===== config.mk =====
export PLATFORM = sky130hd
export DESIGN_NAME = lpm_clock_ctrl
export DESIGN_NICKNAME = d
export VERILOG_FILES = /design/src/rtl/lpm_clock_ctrl.sv
export SDC_FILE = /design/constraint.sdc
export NUM_CORES = 1
export LEC_CHECK = 0
export ABC_AREA = 1
export CAP_MARGIN = 20
export CORE_MARGIN = 2
export CORE_UTILIZATION = 45
export CTS_CLUSTER_DIAMETER = 120
export CTS_CLUSTER_SIZE = 40
export DETAILED_ROUTE_END_ITERATION = 8
export HOLD_SLACK_MARGIN = 0.08
export PLACE_DENSITY = 0.91
export SKIP_LAST_GASP = 1
export SYNTH_ARGS = -nofsm -noshare
export SYNTH_HDL_FRONTEND = slang
export SYNTH_SLANG_ARGS = --single-unit

===== constraint.sdc =====
create_clock -name clk_ref -period 3.75 [get_ports clk_ref]
set_input_delay 0.5625 -clock clk_ref [delete_from_list [all_inputs] [get_ports clk_ref]]
set_output_delay 0.5625 -clock clk_ref [all_outputs]
set_load 0.02 [all_outputs]

===== src/rtl/lpm_clock_ctrl.sv =====
module lpm_clock_ctrl #(
  parameter int IRQ_W = 6,
  parameter int CNT_W = 8,
  parameter int VEC_W = 12,
  parameter logic [VEC_W-1:0] RESTART_VEC = 'h00C,
  parameter logic [7:0] OP_NOP  = 8'hFF,
  parameter logic [7:0] OP_HALT = 8'h7F,
  parameter logic [7:0] OP_STOP = 8'h6F
) (
  input  logic             clk_ref,
  input  logic             rst_n,
  input  logic             op_valid,
  input  logic [7:0]       op_code,
  input  logic [IRQ_W-1:0] irq_req,
  input  logic [IRQ_W-1:0] irq_en,
  input  logic             wake_pin,
  input  logic [CNT_W-1:0] settle_cycles,
  output logic             sclk_en,
  output logic             tclk_en,
  output logic             osc_en,
  output logic [1:0]       mode,
  output logic             resume_pulse,
  output logic             restart_req,
  output logic [VEC_W-1:0] restart_vec,
  output logic             flush_ready,
  output logic             unflushed_entry
);

  localparam logic [1:0] M_RUN = 2'd0, M_HALT = 2'd1, M_STOP = 2'd2, M_SETTLE = 2'd3;

  logic [1:0]       pin_sync;
  logic [CNT_W-1:0] settle_cnt;

  wire run_op      = op_valid && (mode == M_RUN);
  wire halt_op     = run_op && (op_code == OP_HALT);
  wire stop_op     = run_op && (op_code == OP_STOP);
  wire irq_wake    = (mode == M_HALT) && |(irq_req & irq_en);
  wire pin_wake    = (mode == M_STOP) && pin_sync[1];
  wire settle_done = (mode == M_SETTLE) && (settle_cnt <= 1);

  assign restart_vec = RESTART_VEC;

  always_ff @(posedge clk_ref or negedge rst_n) begin
    if (!rst_n) pin_sync <= '0;
    else        pin_sync <= {pin_sync[0], wake_pin};
  end

  always_ff @(posedge clk_ref or negedge rst_n) begin
    if (!rst_n) begin
      mode            <= M_RUN;
      sclk_en         <= 1'b1;
      tclk_en         <= 1'b1;
      osc_en          <= 1'b1;
      resume_pulse    <= 1'b0;
      restart_req     <= 1'b1;
      flush_ready     <= 1'b0;
      unflushed_entry <= 1'b0;
      settle_cnt      <= '0;
    end else begin
      resume_pulse <= irq_wake;
      restart_req  <= settle_done;
      case (mode)
        M_RUN: begin
          if (run_op) flush_ready <= (op_code == OP_NOP);
          if ((halt_op || stop_op) && !flush_ready) unflushed_entry <= 1'b1;
          if (halt_op) begin
            mode    <= M_HALT;
            sclk_en <= 1'b0;
          end else if (stop_op) begin
            mode    <= M_STOP;
            sclk_en <= 1'b0;
            tclk_en <= 1'b0;
            osc_en  <= 1'b0;
          end
        end
        M_HALT: if (irq_wake) begin
          mode    <= M_RUN;
          sclk_en <= 1'b1;
        end
        M_STOP: if (pin_wake) begin
          mode       <= M_SETTLE;
          osc_en     <= 1'b1;
          settle_cnt <= settle_cycles;
        end
        default: begin
          if (settle_done) begin
            mode        <= M_RUN;
            sclk_en     <= 1'b1;
            tclk_en     <= 1'b1;
            flush_ready <= 1'b0;
          end else begin
            settle_cnt <= settle_cnt - 1'b1;
          end
        end
      endcase
    end
  end

  assert_halt_gating_R2: assert property (@(posedge clk_ref) disable iff (!rst_n)
    (mode == M_HALT) |-> (!sclk_en && tclk_en && osc_en));

  assert_stop_gating_R3: assert property (@(posedge clk_ref) disable iff (!rst_n)
    (mode == M_STOP) |-> (!sclk_en && !tclk_en && !osc_en));

  assert_resume_single_R4: assert property (@(posedge clk_ref) disable iff (!rst_n)
    resume_pulse |=> !resume_pulse);

  assert_resume_from_halt_R4: assert property (@(posedge clk_ref) disable iff (!rst_n)
    (mode == M_HALT && |(irq_req & irq_en)) |=> (mode == M_RUN && sclk_en && resume_pulse));

  assert_settle_clocks_R6: assert property (@(posedge clk_ref) disable iff (!rst_n)
    (mode == M_SETTLE) |-> (osc_en && !tclk_en && !sclk_en));

  assert_restart_single_R7: assert property (@(posedge clk_ref) disable iff (!rst_n)
    (restart_req && mode == M_RUN && $past(mode) == M_SETTLE) |=> !restart_req);

  assert_sticky_unflushed_R9: assert property (@(posedge clk_ref) disable iff (!rst_n)
    unflushed_entry |=> unflushed_entry);

  assert_stop_ignores_irq_R5: assert property (@(posedge clk_ref) disable iff (!rst_n)
    (mode == M_STOP && !pin_sync[1]) |=> (mode == M_STOP));

endmodule


-- Word-level counts from Yosys, hierarchy flattened
Index checks and enable logic that the tools add are counted.
- logic and storage cells: 74
- output and inout port bits: 21
- bits of input ports: 32
- register bits after elaboration: 19
- add/subtract/negate cells: 1
- order comparisons: 1
- multiplexer cells: 21
- reductions and logical operators: 24
- bitwise gates (word level): 4
- eq/ne operators: 13
- operators with widths (operator ; count):
    8-bit by 7-bit equality test with 1-bit output, second input constant ; 2
    8-bit 2-to-1 mux ; 2
    8-bit one-hot mux with 2 select lines ; 1
    4-bit AND reduction ; 4
    2-bit 2-to-1 mux ; 5
    2-bit inequality test, second input constant ; 5
    8-bit equality test, second input constant ; 1
    8-bit by 1-bit less-or-equal comparator with 1-bit output, second input constant ; 1
    1-bit 2-to-1 mux ; 8
    8-bit by 1-bit subtractor with 8-bit output, second input constant ; 1
    1-bit logical AND ; 7
    6-bit bitwise AND ; 1
    1-bit one-hot mux with 2 select lines ; 3
    2-bit one-hot mux with 3 select lines ; 1
    3-bit AND reduction ; 2
    6-bit OR reduction ; 1
    2-bit equality test, second input constant ; 2
    2-bit nonzero test ; 2
    4-bit nonzero test ; 1
    2-bit OR reduction ; 2
    3-bit inequality test, second input constant ; 1
    1-bit NOT ; 3
    1-bit one-hot mux with 3 select lines ; 1
    3-bit nonzero test ; 1
    other kinds (6) ; 6

-- Logic depth before layout (Yosys ltp)
Gate-level depths: netlist of run 1.
- word-level depth: 6
- mapped depth: 11
- gate-level depth less buffers: 10

-- Least setup slack after synthesis of run 1
Ideal clock, no wire load.
- kind: reg-to-reg
- from: reg mode[0]
- to: reg settle_cnt[5]
- stages on the path, launching flop included: 9
- clock period less this slack: 1593 ps
- data required time: 3674 ps
- arrival: 1516 ps
- buffers on the path: 1
- library setup time: 76 ps
- slack: 2157 ps
- path through: dfrtp_1 inv_1 ha_1 buf_6 nor3_2 nand2_4 inv_4 o21ai_2 o21ai_1
- word-level cells in the longest chain between the ends: 4
- elaborated cells between the ends (all ways): 12
- those cells by class: 5 x eq/ne; 1 x mux; 1 x bitwise; 5 x reduce/logical
- RTL lines (item ; RTL line ; source):
    from (decl) ; 21 ; output logic [1:0] mode,
    from (signal assigned) ; 50 ; mode <= M_RUN;
    from (signal assigned) ; 67 ; mode <= M_HALT;
    from (signal assigned) ; 70 ; mode <= M_STOP;
    2-bit equality test, or another cell as far along ; 39 ; wire settle_done = (mode == M_SETTLE) && (settle_cnt <= 1);
    1-bit logical AND, or another cell as far along ; 39 ;
    2-bit by 1-bit inequality test with 1-bit output (no source line), or another cell as far along ; - ;
    3-bit AND reduction (no source line) ; - ;
    to (signal assigned) ; 83 ; settle_cnt <= settle_cycles;
    to (signal assigned) ; 92 ; settle_cnt <= settle_cnt - 1'b1;
    to (decl) ; 32 ; logic [CNT_W-1:0] settle_cnt;
Parallel ways exist; a longest one is shown, timed or not.
A chain may end at the register's enable or synchronous reset.

-- Final worst setup path of run 1
- from: reg osc_en
- to: out osc_en
- RTL lines (item ; RTL line ; source):
    from (decl) ; 20 ; output logic osc_en,
    from (signal assigned) ; 53 ; osc_en <= 1'b1;
    from (signal assigned) ; 73 ; osc_en <= 1'b0;
    from (signal assigned) ; 82 ; osc_en <= 1'b1;
No word-level cell between the ends.

==> results of run 1 <==
## Yosys cell counts (2+ instances only)
library cell / n
sky130_fd_sc_hd__inv_2: 2
sky130_fd_sc_hd__nor2_2: 7
sky130_fd_sc_hd__nand2_1: 49
sky130_fd_sc_hd__nand2_2: 2
sky130_fd_sc_hd__o21ai_2: 4
sky130_fd_sc_hd__o21ai_1: 11
sky130_fd_sc_hd__a21oi_1: 3
sky130_fd_sc_hd__dfstp_2: 4
sky130_fd_sc_hd__o21ai_0: 2
sky130_fd_sc_hd__o31ai_1: 2
sky130_fd_sc_hd__nor2_4: 2
sky130_fd_sc_hd__inv_1: 19
sky130_fd_sc_hd__dfrtp_1: 15
sky130_fd_sc_hd__nand3_1: 9
sky130_fd_sc_hd__nand2_4: 3
sky130_fd_sc_hd__ha_1: 6
sky130_fd_sc_hd__buf_4: 12
sky130_fd_sc_hd__nor2_1: 13
sky130_fd_sc_hd__conb_1: 2
## state kept, by name, summed over array words and instances, names as in the netlist
register	flops
resume_pulse	1
unflushed_entry	1
settle_cnt	8
flush_ready	1
osc_en	1
pin_sync	2
sclk_en	1
mode	2
tclk_en	1
restart_req	1
## routing by layer
metal | global-route usage [%] | vias up
met5 | 0 | -
met4 | 3.81 | 0
met3 | 4.98 | 2
met2 | 31.2 | 35
met1 | 22.2 | 544
li1 | - | 641
## worst register-to-register path, cell delays in order (launching register included)
cell	delay [ns]
sky130_fd_sc_hd__dfrtp_1	0.43
sky130_fd_sc_hd__inv_1	0.08
sky130_fd_sc_hd__ha_1	0.36
sky130_fd_sc_hd__inv_2	0.29
sky130_fd_sc_hd__nor2_1	0.11
sky130_fd_sc_hd__nor3_2	0.18
sky130_fd_sc_hd__nand2_4	0.12
sky130_fd_sc_hd__inv_4	0.14
sky130_fd_sc_hd__o21ai_2	0.07
sky130_fd_sc_hd__o21ai_1	0.13
## how the worst max path moves through the flow
stage	slack (ns)	from	depth (start not counted)	endpoint
finish	1.74	osc_en$_DFFE_PN1P_	1	osc_en
floorplan	2.16	mode[0]$_DFFE_PN0P_	8	settle_cnt[5]$_DFFE_PN0P_
global placement	1.77	op_code[1]	8	mode[0]$_DFFE_PN0P_
global route	1.58	mode[0]$_DFFE_PN0P_	9	settle_cnt[6]$_DFFE_PN0P_
detailed placement	1.76	op_code[1]	8	mode[1]$_DFFE_PN0P_
CTS	1.73	tclk_en$_DFFE_PN1P_	1	tclk_en
## layout make-up
cell class	count	share of cell area (%)
inverters	22	4.75
flip-flops and latches	19	26.8
well taps	33	2.30
repair buffers	40	22.3
multi-input cells	137	42.2
clock inverters	1	0.279
clock buffers	3	1.26
## report_power, final
part | internal, mW | leakage [nW] | switching (mW)
registers | 0.206 | 0.211 | 0.000326
clock network | 0.0398 | 0.0177 | 0.0623
logic | 0.0305 | 0.603 | 0.0249
## through the flow
stage	utilization, %	area (um^2)	power, mW
after global routing	59.7	1790	0.381
after floorplan	-	1430	0.237
final	59.7	1790	0.364
after detailed placement	58.8	1760	0.266
after global placement	58.8	1760	0.265
after CTS	59.7	1790	0.367
## placed cells by master (no fill, tap or decap), drive strengths merged, types with 6 or more instances in the layout
master and instances:
clkdlybuf4s50 40, conb 12, dfrtp 15, ha 6, inv 22, nand2 54, nand3 11, nor2 22
o21ai 17
## kinds of logic (layout without fill, tap and decap cells)
family	Yosys count	in the layout
AOI/OAI and AO/OA	26	26
xor gates and xnor gates	2	2
adders and majority gates	6	6
buffers and inverters	37	66
DFF	19	19
other	2	12
and+or+nand+nor	91	91
==> summary.log, run 1 <==
[final_layout] Area Growth Syn to Fin 28.4%
[yosys] FFs w/ async S/R, synth 100%
[yosys] leading cell types by total area after synthesis sky130_fd_sc_hd__dfrtp_1 (27%), sky130_fd_sc_hd__nand2_1 (13%), sky130_fd_sc_hd__dfstp_2 (7.5%)
[global_route] Overflow after GRT 0
[final_layout] ratio of cells with drive above 1 in the final layout 16.2%
[placed_design] Routability Congestion 0.872
[yosys] share of synthesized cell area in and, or, nand and nor gates 32.4%
[clock_network] TritonCTS clock tree yes
[critical_path] Reg-to-Reg Start mode[0]$_DFFE_PN0P_
[worst_hold_path] worst min-delay path class reg -> reg
[critical_path] Max FO, Critical Path 2
[clock_network] cts bufs inserted 3
[drt] detailed-route wire length 2.83 mm
[clock_network] CTS Hold Buffers Added 0
[pwr] power density normalized to cell area 203 nW/um^2
[pwr] worst voltage drop across the vdd grid 0.188 mV
[drt] DRT Pass-1 Iters 4
[final_layout] final cell count without fillers 255
[final_layout] final-stage net count 261
[yosys] post-synth cell types 35
[sta] final worst setup slack 1.74 ns
[clock_network] count of instances resized after the clock tree is built 0
[run] number of max-capacitance violations reported 0
[floorplanning] area of the core region 3000 um^2
[sta] pin slew with the least headroom to its limit 0.838 ns
[drt] met2 WL post-DR 1.47 mm
[floorplanning] I/O pin count 53
[global_route] vias in the first global route 1147
[drt] routed wirelength normalized by instance count 11.1 um
[drt] detailed-routed wire length on met3 143 um
[final_layout] number of fill cells 273
[critical_path] slowest stage cell on the critical path sky130_fd_sc_hd__clkdlybuf4s50_1
[critical_path] crit end category output pin
[critical_path] number of buffer and inverter instances along the worst setup path 1
[clock_network] clk buf depth 2
[floorplanning] effective utilization at floorplan 46.5%
[floorplanning] horizontal die dimension 59.7 um
[sta] accumulated negative setup slack 0 ns
[pwr] static leakage 0.832 nW
[yosys] mean cell area of the mapped netlist 7.62 um^2
[worst_hold_path] hold endpoint pin_sync[1]$_DFF_PN0_
[global_route] all-layer global routing usage 18.0%
[clock_network] maximum level of the CTS H-tree 1
[yosys] Main synth FF type sky130_fd_sc_hd__dfrtp_1
[worst_hold_path] hold path startpoint pin_sync[0]$_DFF_PN0_
[global_route] antenna violations before repair 0
[critical_path] data arrival time of the critical path 1.44 ns
[drt] max layer used met4
[sta] max-slew headroom at the worst pin 44.0%
[yosys] largest family of logic cells by synthesized area simple AND/OR/NAND/NOR gates
[drt] total DRC errors in the routed layout 0
[sta] Setup-failing EPs final 0
[drt] drt first-iter violations 49
[drt] total via count in the routed design 1222
[drt] Post-DRT Antenna Nets 0
[sta] Final Cycle Share 53.5%
[critical_path] sequence of cells on the critical path clkdlybuf4s50_1
[critical_path] Worst Path Class, Setup reg -> out
[sta] total count of hold-check failures in the final report 0
[critical_path] reg2reg end settle_cnt[5]$_DFFE_PN0P_
[placed_design] Setup WS pre-CTS 1.76 ns
[placed_design] # port buffers 40
[yosys] Post-Synth XOR/XNOR Area 1.26%
[placed_design] placed wire-length estimate 2.23 mm
[clock_network] clock latency on the worst-skew pair 0.30 ns
[clock_network] Post-CTS Setup Repair Bufs 0
[yosys] share of the yosys chip area belonging to registers 34.4%
[floorplanning] floorplan row count 20
[yosys] EDFF count, synth 0
[critical_path] Required @ worst endpoint 3.19 ns
[sta] final-layout worst hold slack 0.371 ns
[clock_network] clock transition at the registers of the reported paths 0.10 ns
[floorplanning] overall die area 3560 um^2
[sta] RSZ-0062 raised after global routing no
[yosys] synthesized flop and latch total 19
[yosys] mux cell area share after synthesis 0%
[critical_path] type of origin of the critical path register
[yosys] share of the synthesized area in compound gates (AO/OA/AOI/OAI) 12.0%
[yosys] post-synth top area cell sky130_fd_sc_hd__dfrtp_1
[critical_path] dominant delay contributor by cell family on the critical path buffers and inverters
[critical_path] worst r2r path cells 9
[yosys] synthesized instance count 183
[final_layout] footprint of the flip-flops and latches 480 um^2
[sta] Peak Freq 498 MHz
[drt] wire length the detailed router placed on met1 1.20 mm
[clock_network] CTS sink cnt 19
[critical_path] reg-to-reg setup timing slack 1.78 ns
[outcome] outcome finished clean
[yosys] synth warn 0
[sta] clk_skew 0.00209 ns
[critical_path] delay of the slowest cell on the worst path 0.60 ns
[placed_design] placed cells 251
[worst_hold_path] Hold Path Cell Cnt 0
[final_layout] area taken by multi-input logic gates 757 um^2
[final_layout] number of diodes added for antenna fixing 0
[global_route] wire length of the first global-routing pass 4.92 mm
[floorplanning] die height 59.7 um
[yosys] share of Yosys cell area claimed by the top area cell type 26.9%
[yosys] Adder-Cell Fraction of Synth Area 5.38%
[yosys] Netlist Area Pre-Place 1400 um^2
[sta] final max-slew violation count 0
[clock_network] CTS root buffer sky130_fd_sc_hd__clkbuf_4
[drt] vias per cell 4.79
[global_route] largest net degree at the start of global routing 20
[sta] crit path time final 2.01 ns
Note: power is estimated with default switching activity, not from simulation.
==> run 2: changes to the inputs <==
--- a/config.mk
+++ b/config.mk
@@ -8,12 +8,12 @@
 export ABC_AREA = 1
 export CAP_MARGIN = 20
 export CORE_MARGIN = 2
-export CORE_UTILIZATION = 45
+export CORE_UTILIZATION = 44
 export CTS_CLUSTER_DIAMETER = 120
 export CTS_CLUSTER_SIZE = 40
 export DETAILED_ROUTE_END_ITERATION = 8
 export HOLD_SLACK_MARGIN = 0.08
-export PLACE_DENSITY = 0.91
+export PLACE_DENSITY = 0.89
 export SKIP_LAST_GASP = 1
 export SYNTH_ARGS = -nofsm -noshare
 export SYNTH_HDL_FRONTEND = slang
==> constraint.sdc (replaced) <==
create_clock -name clk_ref -period 2.1 [get_ports clk_ref]
set_input_delay 0.315 -clock clk_ref [delete_from_list [all_inputs] [get_ports clk_ref]]
set_output_delay 0.315 -clock clk_ref [all_outputs]
set_load 0.02 [all_outputs]
==> run 2 against run 1 <==
Wire length down 1.2%. Power up 78%. Combinational power increased by 80%. Clock power rose by 75%. Sequential power up 79%. Register-to-register slack worse by 1.5 ns. Sequential share of layout area decreased by 0.51 points. Largest cell class unchanged. Utilization up 0.66 points. Worst hold slack worse by 0.025 ns. Global-route usage down 0.95 points.
==> summary.log, run 2 (synthesis results as in run 1) <==
[pwr] static leakage 0.843 nW [+1.4%]
[final_layout] most common cell after layout, fill and taps aside sky130_fd_sc_hd__nand2_1
[global_route] wire length of the first global-routing pass 4.72 mm [-4.1%]
[critical_path] crit end category register
[critical_path] Worst Path Class, Setup reg -> reg
[sta] Final Cycle Share 88.9%
[drt] detailed-route wire length 2.80 mm [-1.2%]
[sta] Peak Freq 536 MHz
[final_layout] final-stage net count 264 [+1.1%]
[drt] DRT Pass-1 Iters 4 [unchanged]
[critical_path] type of origin of the critical path register
[floorplanning] die height 60.3 um [+1.1%]
[global_route] vias in the first global route 1114 [-2.9%]
[drt] total DRC errors in the routed layout 0 [unchanged]
[floorplanning] I/O pin count 53 [unchanged]
[drt] Post-DRT Antenna Nets 0 [unchanged]
[final_layout] number of diodes added for antenna fixing 0 [unchanged]
[clock_network] maximum level of the CTS H-tree 1 [unchanged]
[drt] drt first-iter violations 26 [-47%]
[placed_design] # port buffers 40 [unchanged]
[final_layout] Area Growth Syn to Fin 30.9%
[placed_design] Routability Congestion 0.869 [-0.28%]
[sta] crit path time final 1.87 ns
[sta] accumulated negative setup slack 0 ns [unchanged]
[sta] Setup-failing EPs final 0 [unchanged]
[critical_path] Max FO, Critical Path 12 [+10]
[clock_network] clock transition at the registers of the reported paths 0.11 ns [about the same]
[clock_network] CTS sink cnt 19 [unchanged]
[outcome] outcome finished clean
[clock_network] count of instances resized after the clock tree is built 0 [unchanged]
[critical_path] data arrival time of the critical path 2.08 ns [+0.64 ns]
[worst_hold_path] worst min-delay path class in -> async
[final_layout] ratio of cells with drive above 1 in the final layout 16.9% [+0.67 points]
[sta] RSZ-0062 raised after global routing no
[final_layout] registers with the highest flip-flop counts settle_cnt: 8 flops, mode: 2 flops, pin_sync: 2 flops
[sta] final max-slew violation count 0 [unchanged]
[pwr] power density normalized to cell area 355 nW/um^2 [+75%]
[floorplanning] area of the core region 3030 um^2 [+0.83%]
[critical_path] Required @ worst endpoint 2.32 ns [-0.87 ns]
[placed_design] placed wire-length estimate 2.28 mm [+2.4%]
[drt] total via count in the routed design 1237 [+1.2%]
[drt] vias per cell 4.60 [-4.0%]
[floorplanning] overall die area 3640 um^2 [+2.1%]
[pwr] worst voltage drop across the vdd grid 0.320 mV [+71%]
[drt] routed wirelength normalized by instance count 10.4 um [-6.3%]
[global_route] antenna violations before repair 0 [unchanged]
[sta] clk_skew 0.0102 ns [+0.00806 ns]
[critical_path] origin of the worst setup path mode[0]$_DFFE_PN0P_
[clock_network] clock latency on the worst-skew pair 0.29 ns [about the same]
[clock_network] Post-CTS Setup Repair Bufs 0 [unchanged]
[final_layout] most frequent cells in the layout sky130_fd_sc_hd__nand2_1 (49), sky130_fd_sc_hd__clkdlybuf4s50_1 (40), sky130_fd_sc_hd__inv_1 (19)
[global_route] largest net degree at the start of global routing 20 [unchanged]
[clock_network] clk buf depth 2 [unchanged]
[clock_network] TritonCTS clock tree yes
[sta] final worst setup slack 0.233 ns [-1.51 ns]
[run] number of max-capacitance violations reported 0 [unchanged]
[final_layout] register containing the most flip-flops in the final layout settle_cnt
[sta] total count of hold-check failures in the final report 0 [unchanged]
[floorplanning] effective utilization at floorplan 46.1% [-0.38 points]
[clock_network] CTS Hold Buffers Added 0 [unchanged]
[floorplanning] horizontal die dimension 60.3 um [+1.1%]
[placed_design] Setup WS pre-CTS 0.268 ns [-1.49 ns]
[final_layout] max FFs per register 8 [unchanged]
[floorplanning] floorplan row count 20 [unchanged]
[pwr] total design power 0.648 mW [+78%]
[sta] final-layout worst hold slack 0.346 ns [-0.0252 ns]
[global_route] Overflow after GRT 0 [unchanged]
[clock_network] cts bufs inserted 3 [unchanged]
[final_layout] core occupancy in the finished layout 60.3% [+0.66 points]
[clock_network] CTS root buffer sky130_fd_sc_hd__clkbuf_4
[global_route] all-layer global routing usage 17.0% [-0.95 points]
[critical_path] Reg-to-Reg Start mode[0]$_DFFE_PN0P_
[run 2: cell types whose count changed in the layout (fill, tap and decap cells not counted), sizes merged]
cell    before  now
clkinv       1    0
clkbuf       3    4
buf          0    3
[run 2: power by group]
| group | switching (mW) | internal (mW) |
|---|---|---|
| logic | 0.0443 | 0.0557 |
| registers | 0.000511 | 0.368 |
| clock network | 0.105 | 0.0739 |
| total | 0.150 | 0.498 |
[run 2: final timing paths]
check                      slack, ns  cells after the start                         to
min                             0.35                      2     resume_pulse$_DFF_PN0_
max reg2reg                     0.23                      9  settle_cnt[5]$_DFFE_PN0P_
min in group clk_ref            0.36                      0      pin_sync[1]$_DFF_PN0_
max in group asynchronous       1.48                      2         osc_en$_DFFE_PN1P_
min reg2reg                     0.36                      0      pin_sync[1]$_DFF_PN0_
max                             0.23                      9  settle_cnt[5]$_DFFE_PN0P_
[run 2: per-stage QoR]
step                      cells  instance area, um^2
after floorplan             193                 1430
after global placement      265                 1800
after detailed placement    265                 1800
after CTS                   269                 1830
after global routing        269                 1830
final                       269                 1830
[run 2: layer usage]
layer,routed length [um],global-route usage (%)
met2,1380,28.9
met3,130,4.33
met5,0,0
met4,12,2.22
met1,1270,22.5
[run 2: final cells by class]
| type | instances | area (um^2) |
|---|---|---|
| fill | 274 | 1200 |
| multi-input combinational | 137 | 757 |
| sequential | 19 | 480 |
| timing repair buffer | 43 | 423 |
| inverter | 22 | 85.1 |
| tap | 44 | 55.1 |
| clock buffer | 4 | 26.3 |
[run 2: critical path, stage by stage (launching register included)]
cell and delay, ns:
sky130_fd_sc_hd__dfrtp_1 0.45, sky130_fd_sc_hd__inv_1 0.09, sky130_fd_sc_hd__ha_1 0.36, sky130_fd_sc_hd__inv_2 0.17, sky130_fd_sc_hd__nor2_1 0.08, sky130_fd_sc_hd__nor3_2 0.19, sky130_fd_sc_hd__nand2_4 0.13, sky130_fd_sc_hd__inv_4 0.14
sky130_fd_sc_hd__o21ai_2 0.06, sky130_fd_sc_hd__o21ai_1 0.12
